**src/rtl/flow_pkg.sv**
```systemverilog
package flow_pkg;
  typedef enum logic [2:0] {
    XFER_NONE     = 3'd0,
    XFER_ABS      = 3'd1,
    XFER_REL      = 3'd2,
    XFER_CALL_ABS = 3'd3,
    XFER_CALL_REL = 3'd4,
    XFER_RET      = 3'd5,
    XFER_STOP     = 3'd6
  } xfer_kind_e;

  typedef enum logic [2:0] {
    COND_ALWAYS = 3'd0,
    COND_Z_SET  = 3'd1,
    COND_Z_CLR  = 3'd2,
    COND_C_SET  = 3'd3,
    COND_C_CLR  = 3'd4
  } cond_sel_e;
endpackage

```
**src/rtl/flow_cond_eval.sv**
```systemverilog
module flow_cond_eval
  import flow_pkg::*;
(
  input  logic [2:0] cond_sel,
  input  logic       z_flag,
  input  logic       c_flag,
  output logic       cond_true
);
  always_comb begin
    case (cond_sel)
      COND_ALWAYS: cond_true = 1'b1;
      COND_Z_SET:  cond_true = z_flag;
      COND_Z_CLR:  cond_true = ~z_flag;
      COND_C_SET:  cond_true = c_flag;
      COND_C_CLR:  cond_true = ~c_flag;
      default:     cond_true = 1'b0;
    endcase
  end
endmodule

```
**src/rtl/flow_target_calc.sv**
```systemverilog
module flow_target_calc
  import flow_pkg::*;
#(
  parameter int ADDR_W = 16,
  parameter int OFF_W  = 8
) (
  input  logic [2:0]        kind,
  input  logic              cond_true,
  input  logic [ADDR_W-1:0] cur_pc,
  input  logic [ADDR_W-1:0] cur_lr,
  input  logic [ADDR_W-1:0] opnd,
  input  logic [ADDR_W:0]   code_words,
  output logic [ADDR_W-1:0] dest_pc,
  output logic [ADDR_W-1:0] seq_pc,
  output logic              xfer_taken,
  output logic              link_write,
  output logic              range_err,
  output logic              stop_req
);
  // Two spare bits: one for the carry of pc+1, one for the sign.
  localparam int EW = ADDR_W + 2;

  logic [EW-1:0] adv_x;
  logic [EW-1:0] off_x;
  logic [EW-1:0] rel_x;
  logic [EW-1:0] abs_x;
  logic [EW-1:0] ret_x;
  logic [EW-1:0] dst_x;
  logic          is_call;
  logic          dst_neg;
  logic          dst_over;

  assign adv_x  = {2'b00, cur_pc} + EW'(1);
  assign off_x  = {{(EW-OFF_W){opnd[OFF_W-1]}}, opnd[OFF_W-1:0]};
  assign rel_x  = adv_x + off_x;
  assign abs_x  = {2'b00, opnd};
  assign ret_x  = {2'b00, cur_lr};
  assign seq_pc = cur_pc + ADDR_W'(1);

  always_comb begin
    xfer_taken = 1'b0;
    is_call    = 1'b0;
    stop_req   = 1'b0;
    dst_x      = adv_x;
    case (kind)
      XFER_ABS: begin
        xfer_taken = cond_true;
        dst_x      = abs_x;
      end
      XFER_REL: begin
        xfer_taken = cond_true;
        dst_x      = rel_x;
      end
      XFER_CALL_ABS: begin
        xfer_taken = 1'b1;
        is_call    = 1'b1;
        dst_x      = abs_x;
      end
      XFER_CALL_REL: begin
        xfer_taken = 1'b1;
        is_call    = 1'b1;
        dst_x      = rel_x;
      end
      XFER_RET: begin
        xfer_taken = 1'b1;
        dst_x      = ret_x;
      end
      XFER_STOP: stop_req = 1'b1;
      default: ;
    endcase
  end

  assign dst_neg    = dst_x[EW-1];
  assign dst_over   = (dst_x[EW-2:0] >= code_words);
  assign range_err  = xfer_taken & (dst_neg | dst_over);
  assign link_write = is_call & ~range_err;
  assign dest_pc    = dst_x[ADDR_W-1:0];
endmodule

```
**src/rtl/flow_pc_unit.sv**
```systemverilog
module flow_pc_unit #(
  parameter int ADDR_W = 16,
  parameter int OFF_W  = 8
) (
  input  logic              clk,
  input  logic              rst_n,
  input  logic              step_valid,
  input  logic [2:0]        br_kind,
  input  logic [2:0]        br_cond,
  input  logic              flag_z,
  input  logic              flag_c,
  input  logic [ADDR_W-1:0] tgt_opnd,
  input  logic [ADDR_W:0]   code_len,
  output logic [ADDR_W-1:0] pc,
  output logic [ADDR_W-1:0] lr,
  output logic              halted,
  output logic              fault
);
  // Reset synchronizer: assert asynchronously, release on a clock edge.
  logic [1:0] rst_pipe_q;
  logic       rst_sync_n;

  always_ff @(posedge clk or negedge rst_n) begin
    if (!rst_n) rst_pipe_q <= 2'b00;
    else        rst_pipe_q <= {rst_pipe_q[0], 1'b1};
  end
  assign rst_sync_n = rst_pipe_q[1];

  logic              cond_true;
  logic [ADDR_W-1:0] dest_pc;
  logic [ADDR_W-1:0] seq_pc;
  logic              xfer_taken;
  logic              link_write;
  logic              range_err;
  logic              stop_req;

  logic [ADDR_W-1:0] pc_q, pc_d;
  logic [ADDR_W-1:0] lr_q, lr_d;
  logic              halt_q, halt_d;
  logic              fault_q, fault_d;
  logic              state_en;

  flow_cond_eval u_cond (
    .cond_sel  (br_cond),
    .z_flag    (flag_z),
    .c_flag    (flag_c),
    .cond_true (cond_true)
  );

  flow_target_calc #(
    .ADDR_W (ADDR_W),
    .OFF_W  (OFF_W)
  ) u_calc (
    .kind       (br_kind),
    .cond_true  (cond_true),
    .cur_pc     (pc_q),
    .cur_lr     (lr_q),
    .opnd       (tgt_opnd),
    .code_words (code_len),
    .dest_pc    (dest_pc),
    .seq_pc     (seq_pc),
    .xfer_taken (xfer_taken),
    .link_write (link_write),
    .range_err  (range_err),
    .stop_req   (stop_req)
  );

  assign state_en = step_valid & ~halt_q;

  always_comb begin
    pc_d    = pc_q;
    lr_d    = lr_q;
    halt_d  = halt_q;
    fault_d = fault_q;
    if (stop_req) begin
      halt_d = 1'b1;
    end else if (range_err) begin
      halt_d  = 1'b1;
      fault_d = 1'b1;
    end else begin
      pc_d = xfer_taken ? dest_pc : seq_pc;
      if (link_write) lr_d = seq_pc;
    end
  end

  always_ff @(posedge clk or negedge rst_sync_n) begin
    if (!rst_sync_n) begin
      pc_q    <= '0;
      lr_q    <= '0;
      halt_q  <= 1'b0;
      fault_q <= 1'b0;
    end else if (state_en) begin
      pc_q    <= pc_d;
      lr_q    <= lr_d;
      halt_q  <= halt_d;
      fault_q <= fault_d;
    end
  end

  assign pc     = pc_q;
  assign lr     = lr_q;
  assign halted = halt_q;
  assign fault  = fault_q;
endmodule

```
**config.mk**
```make
export PLATFORM = sky130hd
export DESIGN_NAME = flow_pc_unit
export DESIGN_NICKNAME = d
export VERILOG_FILES = /design/src/rtl/flow_pkg.sv /design/src/rtl/flow_cond_eval.sv /design/src/rtl/flow_target_calc.sv /design/src/rtl/flow_pc_unit.sv
export SDC_FILE = /design/constraint.sdc
export NUM_CORES = 1
export LEC_CHECK = 0
export BUFFER_PORTS_ARGS = -buffer_cell sky130_fd_sc_hd__clkbuf_2
export CORE_MARGIN = 3
export CORE_UTILIZATION = 57
export DETAILED_ROUTE_END_ITERATION = 10
export GPL_ROUTABILITY_DRIVEN = 0
export PLACE_DENSITY = 0.8
export SYNTH_ARGS = -nofsm -noshare
export SYNTH_HDL_FRONTEND = slang
export SYNTH_SLANG_ARGS = --single-unit
```
**constraint.sdc**
```tcl
create_clock -name clk -period 1.4 [get_ports clk]
set_input_delay 0.28 -clock clk [delete_from_list [all_inputs] [get_ports clk]]
set_output_delay 0.28 -clock clk [all_outputs]
set_load 0.01 [all_outputs]
```
==> results of run 1 <==
[through the flow]
| step | util [%] | setup TNS, ns | std cells | area, µm² |
|---|---|---|---|---|
| after floorplan | - | -116.00 | 471 | 4040 |
| after CTS | 95.0 | -122.91 | 812 | 6200 |
| after detailed placement | 89.3 | -129.14 | 794 | 5830 |
| after global placement | 89.3 | -116.79 | 794 | 5830 |
[per-layer routing]
layer	overflow	track usage [%]
met5	0	32.5
met4	20	72.0
met3	0	60.2
met2	19	90.7
met1	0	73.0
[repair_timing]
| item | in CTS |
|---|---|
| endpoints found under the hold margin | 2 |
| pin swaps | 25 |
| resized for setup | 44 |
| endpoints found under the setup margin | 34 |
| buffers inserted | 9 |
| hold buffers | 1 |
[cells in the mapped netlist (all sizes together) (5+ instances only)]
library cell / n / area, µm²
or2: 6 / 37.5
nand4: 10 / 62.6
nand2: 34 / 128
dfrtp: 36 / 901
and2: 6 / 37.5
nand3: 9 / 57.6
buf: 8 / 56.3
nor2: 37 / 141
and3: 6 / 37.5
a31oi: 9 / 56.3
o31ai: 6 / 58.8
mux2: 22 / 285
a21oi: 47 / 235
a21o: 14 / 105
nand2b: 6 / 37.5
o21ai: 30 / 150
nor3: 11 / 55.1
inv: 28 / 105
ha: 40 / 500
clkbuf: 9 / 35.0
xor2: 10 / 87.6
xnor2: 19 / 166
o22ai: 5 / 31.3
[logic make-up after synthesis]
group	count (synthesis)	synth area share [%]
muxes	25	8.01
xor gates and xnor gates	29	6.45
and+or+nand+nor	133	17.0
adders and majority gates	41	13.2
AOI/OAI and AO/OA	160	27.3
other	1	0.0952
DFF	36	22.9
buffers and inverters	46	5.08
==> results.json, run 1 <==
{
  "grt_usage_pct": 74.0,
  "num_rows": 29,
  "grt_pass1_vias": 7233,
  "die_h_um": 89.1,
  "io-pin-count": 78,
  "synth_nets": 556,
  "port_buffers": 77,
  "cts_htree_levels": 2,
  "ys.flop_type": "dfrtp_1",
  "grt_max_degree": 35,
  "synth_seq_area_share_pct": 22.9,
  "post-dp-hpwl_um": 14200,
  "initial_utilization_pct": 60.3,
  "overflow": 39,
  "cts_buffers": 5,
  "error_line": "[ERROR GRT-0116] Global routing finished with congestion. Check the congestion regions in the DRC Viewer.",
  "syn_inst": 471,
  "status": "did not finish",
  "haltStage": "5_1_grt",
  "syn_avg_cell_area_um2": 8.36,
  "syn_area_um2": 3940,
  "ys_seq_elements": 36,
  "clock_tree.buffer_depth": 2,
  "root_buffer": "clkbuf_8",
  "die-width_um": 89.1,
  "grt_pass1_wl_um": 43500,
  "synth-async-reset-ratio_pct": 100,
  "dp_worst_setup_slack_ns": -3.89,
  "netlist-cell-type-count": 67,
  "ys_warn_count": 0,
  "synth-edff-count": 0,
  "clock-sinks": 36
}
==> run 2, diff against run 1 <==
- CORE_UTILIZATION: 57 -> 40
- PLACE_DENSITY: 0.8 -> not set
- PLACE_DENSITY_LB_ADDON: not set -> 0.15
==> results.json, run 2 <==
{
  "synth_seq_area_share_pct": 22.9,
  "post-dp-hpwl_um": 12100,
  "hold-worst-slack_ns": 0.193,
  "ys.flop_type": "dfrtp_1",
  "path_depth": 25,
  "grt_usage_pct": 28.0,
  "first_pass_iters": 5,
  "synth_nets": 556,
  "core_um2": 9420,
  "cp_max_fo": 7,
  "cts_buffers": 5,
  "overflow": 0,
  "cts_htree_levels": 2,
  "dieArea_um2": 11100,
  "clock_tree.buffer_depth": 2,
  "path_class": "register to register",
  "dp_worst_setup_slack_ns": -3.81,
  "worstRegToRegCells": 25,
  "drc": 0,
  "netlist-cell-type-count": 67,
  "final_common_cell": "buf_4",
  "drv_cap": 0,
  "wirelength_um": 16500,
  "initial_utilization_pct": 41.8,
  "detail_route.iter0.violations": 317,
  "critPathSlowestCell": "dfrtp_2",
  "leakage_uw": 0.00334,
  "cp.arrival_ns": 5.27,
  "die-width_um": 105,
  "clk_latency_ns": 0.31,
  "clock-sinks": 36,
  "ant_nets": 0,
  "required_ns": 1.60,
  "hold_depth": 2,
  "io-pin-count": 78,
  "fin_skew_ns": 0.0130,
  "status": "complete, but fails checks",
  "finalCriticalPeriod_ns": 5.07,
  "hold_viol": 0,
  "port_buffers": 77,
  "die_h_um": 105,
  "cp-end-kind": "register",
  "syn_inst": 471,
  "drive_above_1_share_pct": 52.9,
  "setup_viol_count_final": 34,
  "fmax_mhz": 197,
  "ys_seq_elements": 36,
  "worstSetupStartpointType": "register",
  "num_rows": 35,
  "syn_avg_cell_area_um2": 8.36,
  "via_per_inst": 5.68,
  "grt_pass1_vias": 4842,
  "finalMaxSlewViolations": 0,
  "finalCritPeriodShare_pct": 362,
  "synth.most_common_cell": "a21oi_1",
  "synth-async-reset-ratio_pct": 100,
  "antenna_cells": 0,
  "fin_ws_ns": -3.67,
  "vias": 4990,
  "synth-edff-count": 0,
  "wl_per_cell_um": 18.8,
  "grt_max_degree": 21,
  "cellPowerDensity_nw_per_um2": 1880,
  "grt_antenna_before_repair": 0,
  "syn_area_um2": 3940,
  "ys_warn_count": 0,
  "cts_tree": "done",
  "area_growth_pct": 70.0,
  "layout_common_cells": "buf_4, clkbuf_2, a21oi_1",
  "grt_pass1_wl_um": 24800,
  "tns_ns": -122.56,
  "hold_class": "input pin to register",
  "violations": "negative setup slack",
  "yosys-top-cells-area": "dfrtp_1, ha_1, a21oi_1",
  "synth_top_cell_by_area": "dfrtp_1",
  "final_nets": 833,
  "critPathTopFamily": "compound AO/OA/AOI/OAI gates",
  "max_stage_delay_ns": 0.44,
  "ir_worst_vdd_uv": 1140,
  "root_buffer": "clkbuf_8",
  "worst-path-buf-inv": 1,
  "path_clk_slew_ns": 0.09,
  "grt_setup_unrepaired": "yes",
  "yosys-top-cells-count": "a21oi_1, ha_1, dfrtp_1, nor2_1, nand2_1",
  "synth_top_cell_area_share_pct": 22.9
}
run 2: metal layers:
layer	share of wire, %	vias to the layer above	track usage (%)
met5	0	-	0
met4	2.7	0	7.31
met3	7.9	53	4.10
met2	47	256	46.9
met1	42	2378	37.7
li1	-	2303	-
run 2: area by class of cell:
| type | count | area (µm²) |
|---|---|---|
| Clock inverter | 2 | 12.5 |
| Timing Repair Buffer | 287 | 2070 |
| Clock buffer | 6 | 72.6 |
| Tap cell | 129 | 161 |
| Inverter | 29 | 109 |
| Sequential cell | 36 | 902 |
| Fill cell | 712 | 2720 |
| Multi-Input combinational cell | 389 | 3360 |
run 2: stage by stage:
| step | total power (µW) | util [%] | cells | area [µm²] |
|---|---|---|---|---|
| floorplan | 6020 | - | 471 | 4040 |
| global placement | 9840 | 63.2 | 853 | 5950 |
| detailed placement | 10000 | 63.2 | 853 | 5950 |
| CTS | 11600 | 67.3 | 869 | 6340 |
| global route | 13400 | 71.1 | 878 | 6690 |
| finish | 12600 | 71.1 | 878 | 6690 |
run 2: timing repair:
item,4_1_cts,5_1_grt
pin swaps,25,28
hold endpoints to repair,2,0
cloned,0,1
buffers inserted,7,8
hold buffers,1,0
gates resized for setup,46,60
setup endpoints to repair,34,37
run 2: cells by family (layout without fill, tap and decap cells):
| group | Yosys count | in the layout | synth area share [%] |
|---|---|---|---|
| compound gates | 160 | 160 | 27.3 |
| simple gates | 133 | 133 | 17.0 |
| buf+inv | 46 | 324 | 5.08 |
| fa+ha+maj | 41 | 41 | 13.2 |
| flops | 36 | 36 | 22.9 |
| xor+xnor | 29 | 29 | 6.45 |
| mux | 25 | 25 | 8.01 |
| other cells | 1 | 1 | 0.0952 |
run 2: path summary, 6_finish.rpt:
kind,start,end,slack [ns]
setup reg to reg,pc[0]$_DFFE_PN0P_,lr[8]$_DFFE_PN0P_,-3.67
hold reg to reg,rst_pipe_q[1]$_DFF_PN0_,lr[15]$_DFFE_PN0P_,0.21
min in group asynchronous,rst_pipe_q[1]$_DFF_PN0_,lr[15]$_DFFE_PN0P_,0.21
hold / removal,step_valid,halted$_DFFE_PN0P_,0.19
max in group asynchronous,rst_pipe_q[1]$_DFF_PN0_,pc[0]$_DFFE_PN0P_,0.91
setup / recovery,pc[0]$_DFFE_PN0P_,lr[8]$_DFFE_PN0P_,-3.67
run 2: worst register-to-register path, cell delays in order (launching register included):
cell and delay, ns:
dfrtp_2 0.44, ha_4 0.15, and3_4 0.18, and3_4 0.22, and2_4 0.17, nand2_1 0.06, xnor2_1 0.17, ha_1 0.38
o211ai_1 0.13, nor3_2 0.16, nand2_2 0.13, a31oi_4 0.27, a31oi_4 0.13, mux2_4 0.33, nor2_2 0.09, o211a_1 0.18
ha_4 0.21, nand4_1 0.12, nor2_2 0.07, a221oi_2 0.27, o21ai_2 0.12, o21ai_2 0.20, o31a_4 0.20, nand3_4 0.10
clkbuf_16 0.19, mux2_4 0.29
run 2: power by group:
group / internal, µW / total, µW / switching, µW
registers: 1470 / 1810 / 337
logic: 5220 / 9960 / 4740
clock network: 350 / 825 / 475
total: 7040 / 12600 / 5550
Power figures use the tool's default switching activity.
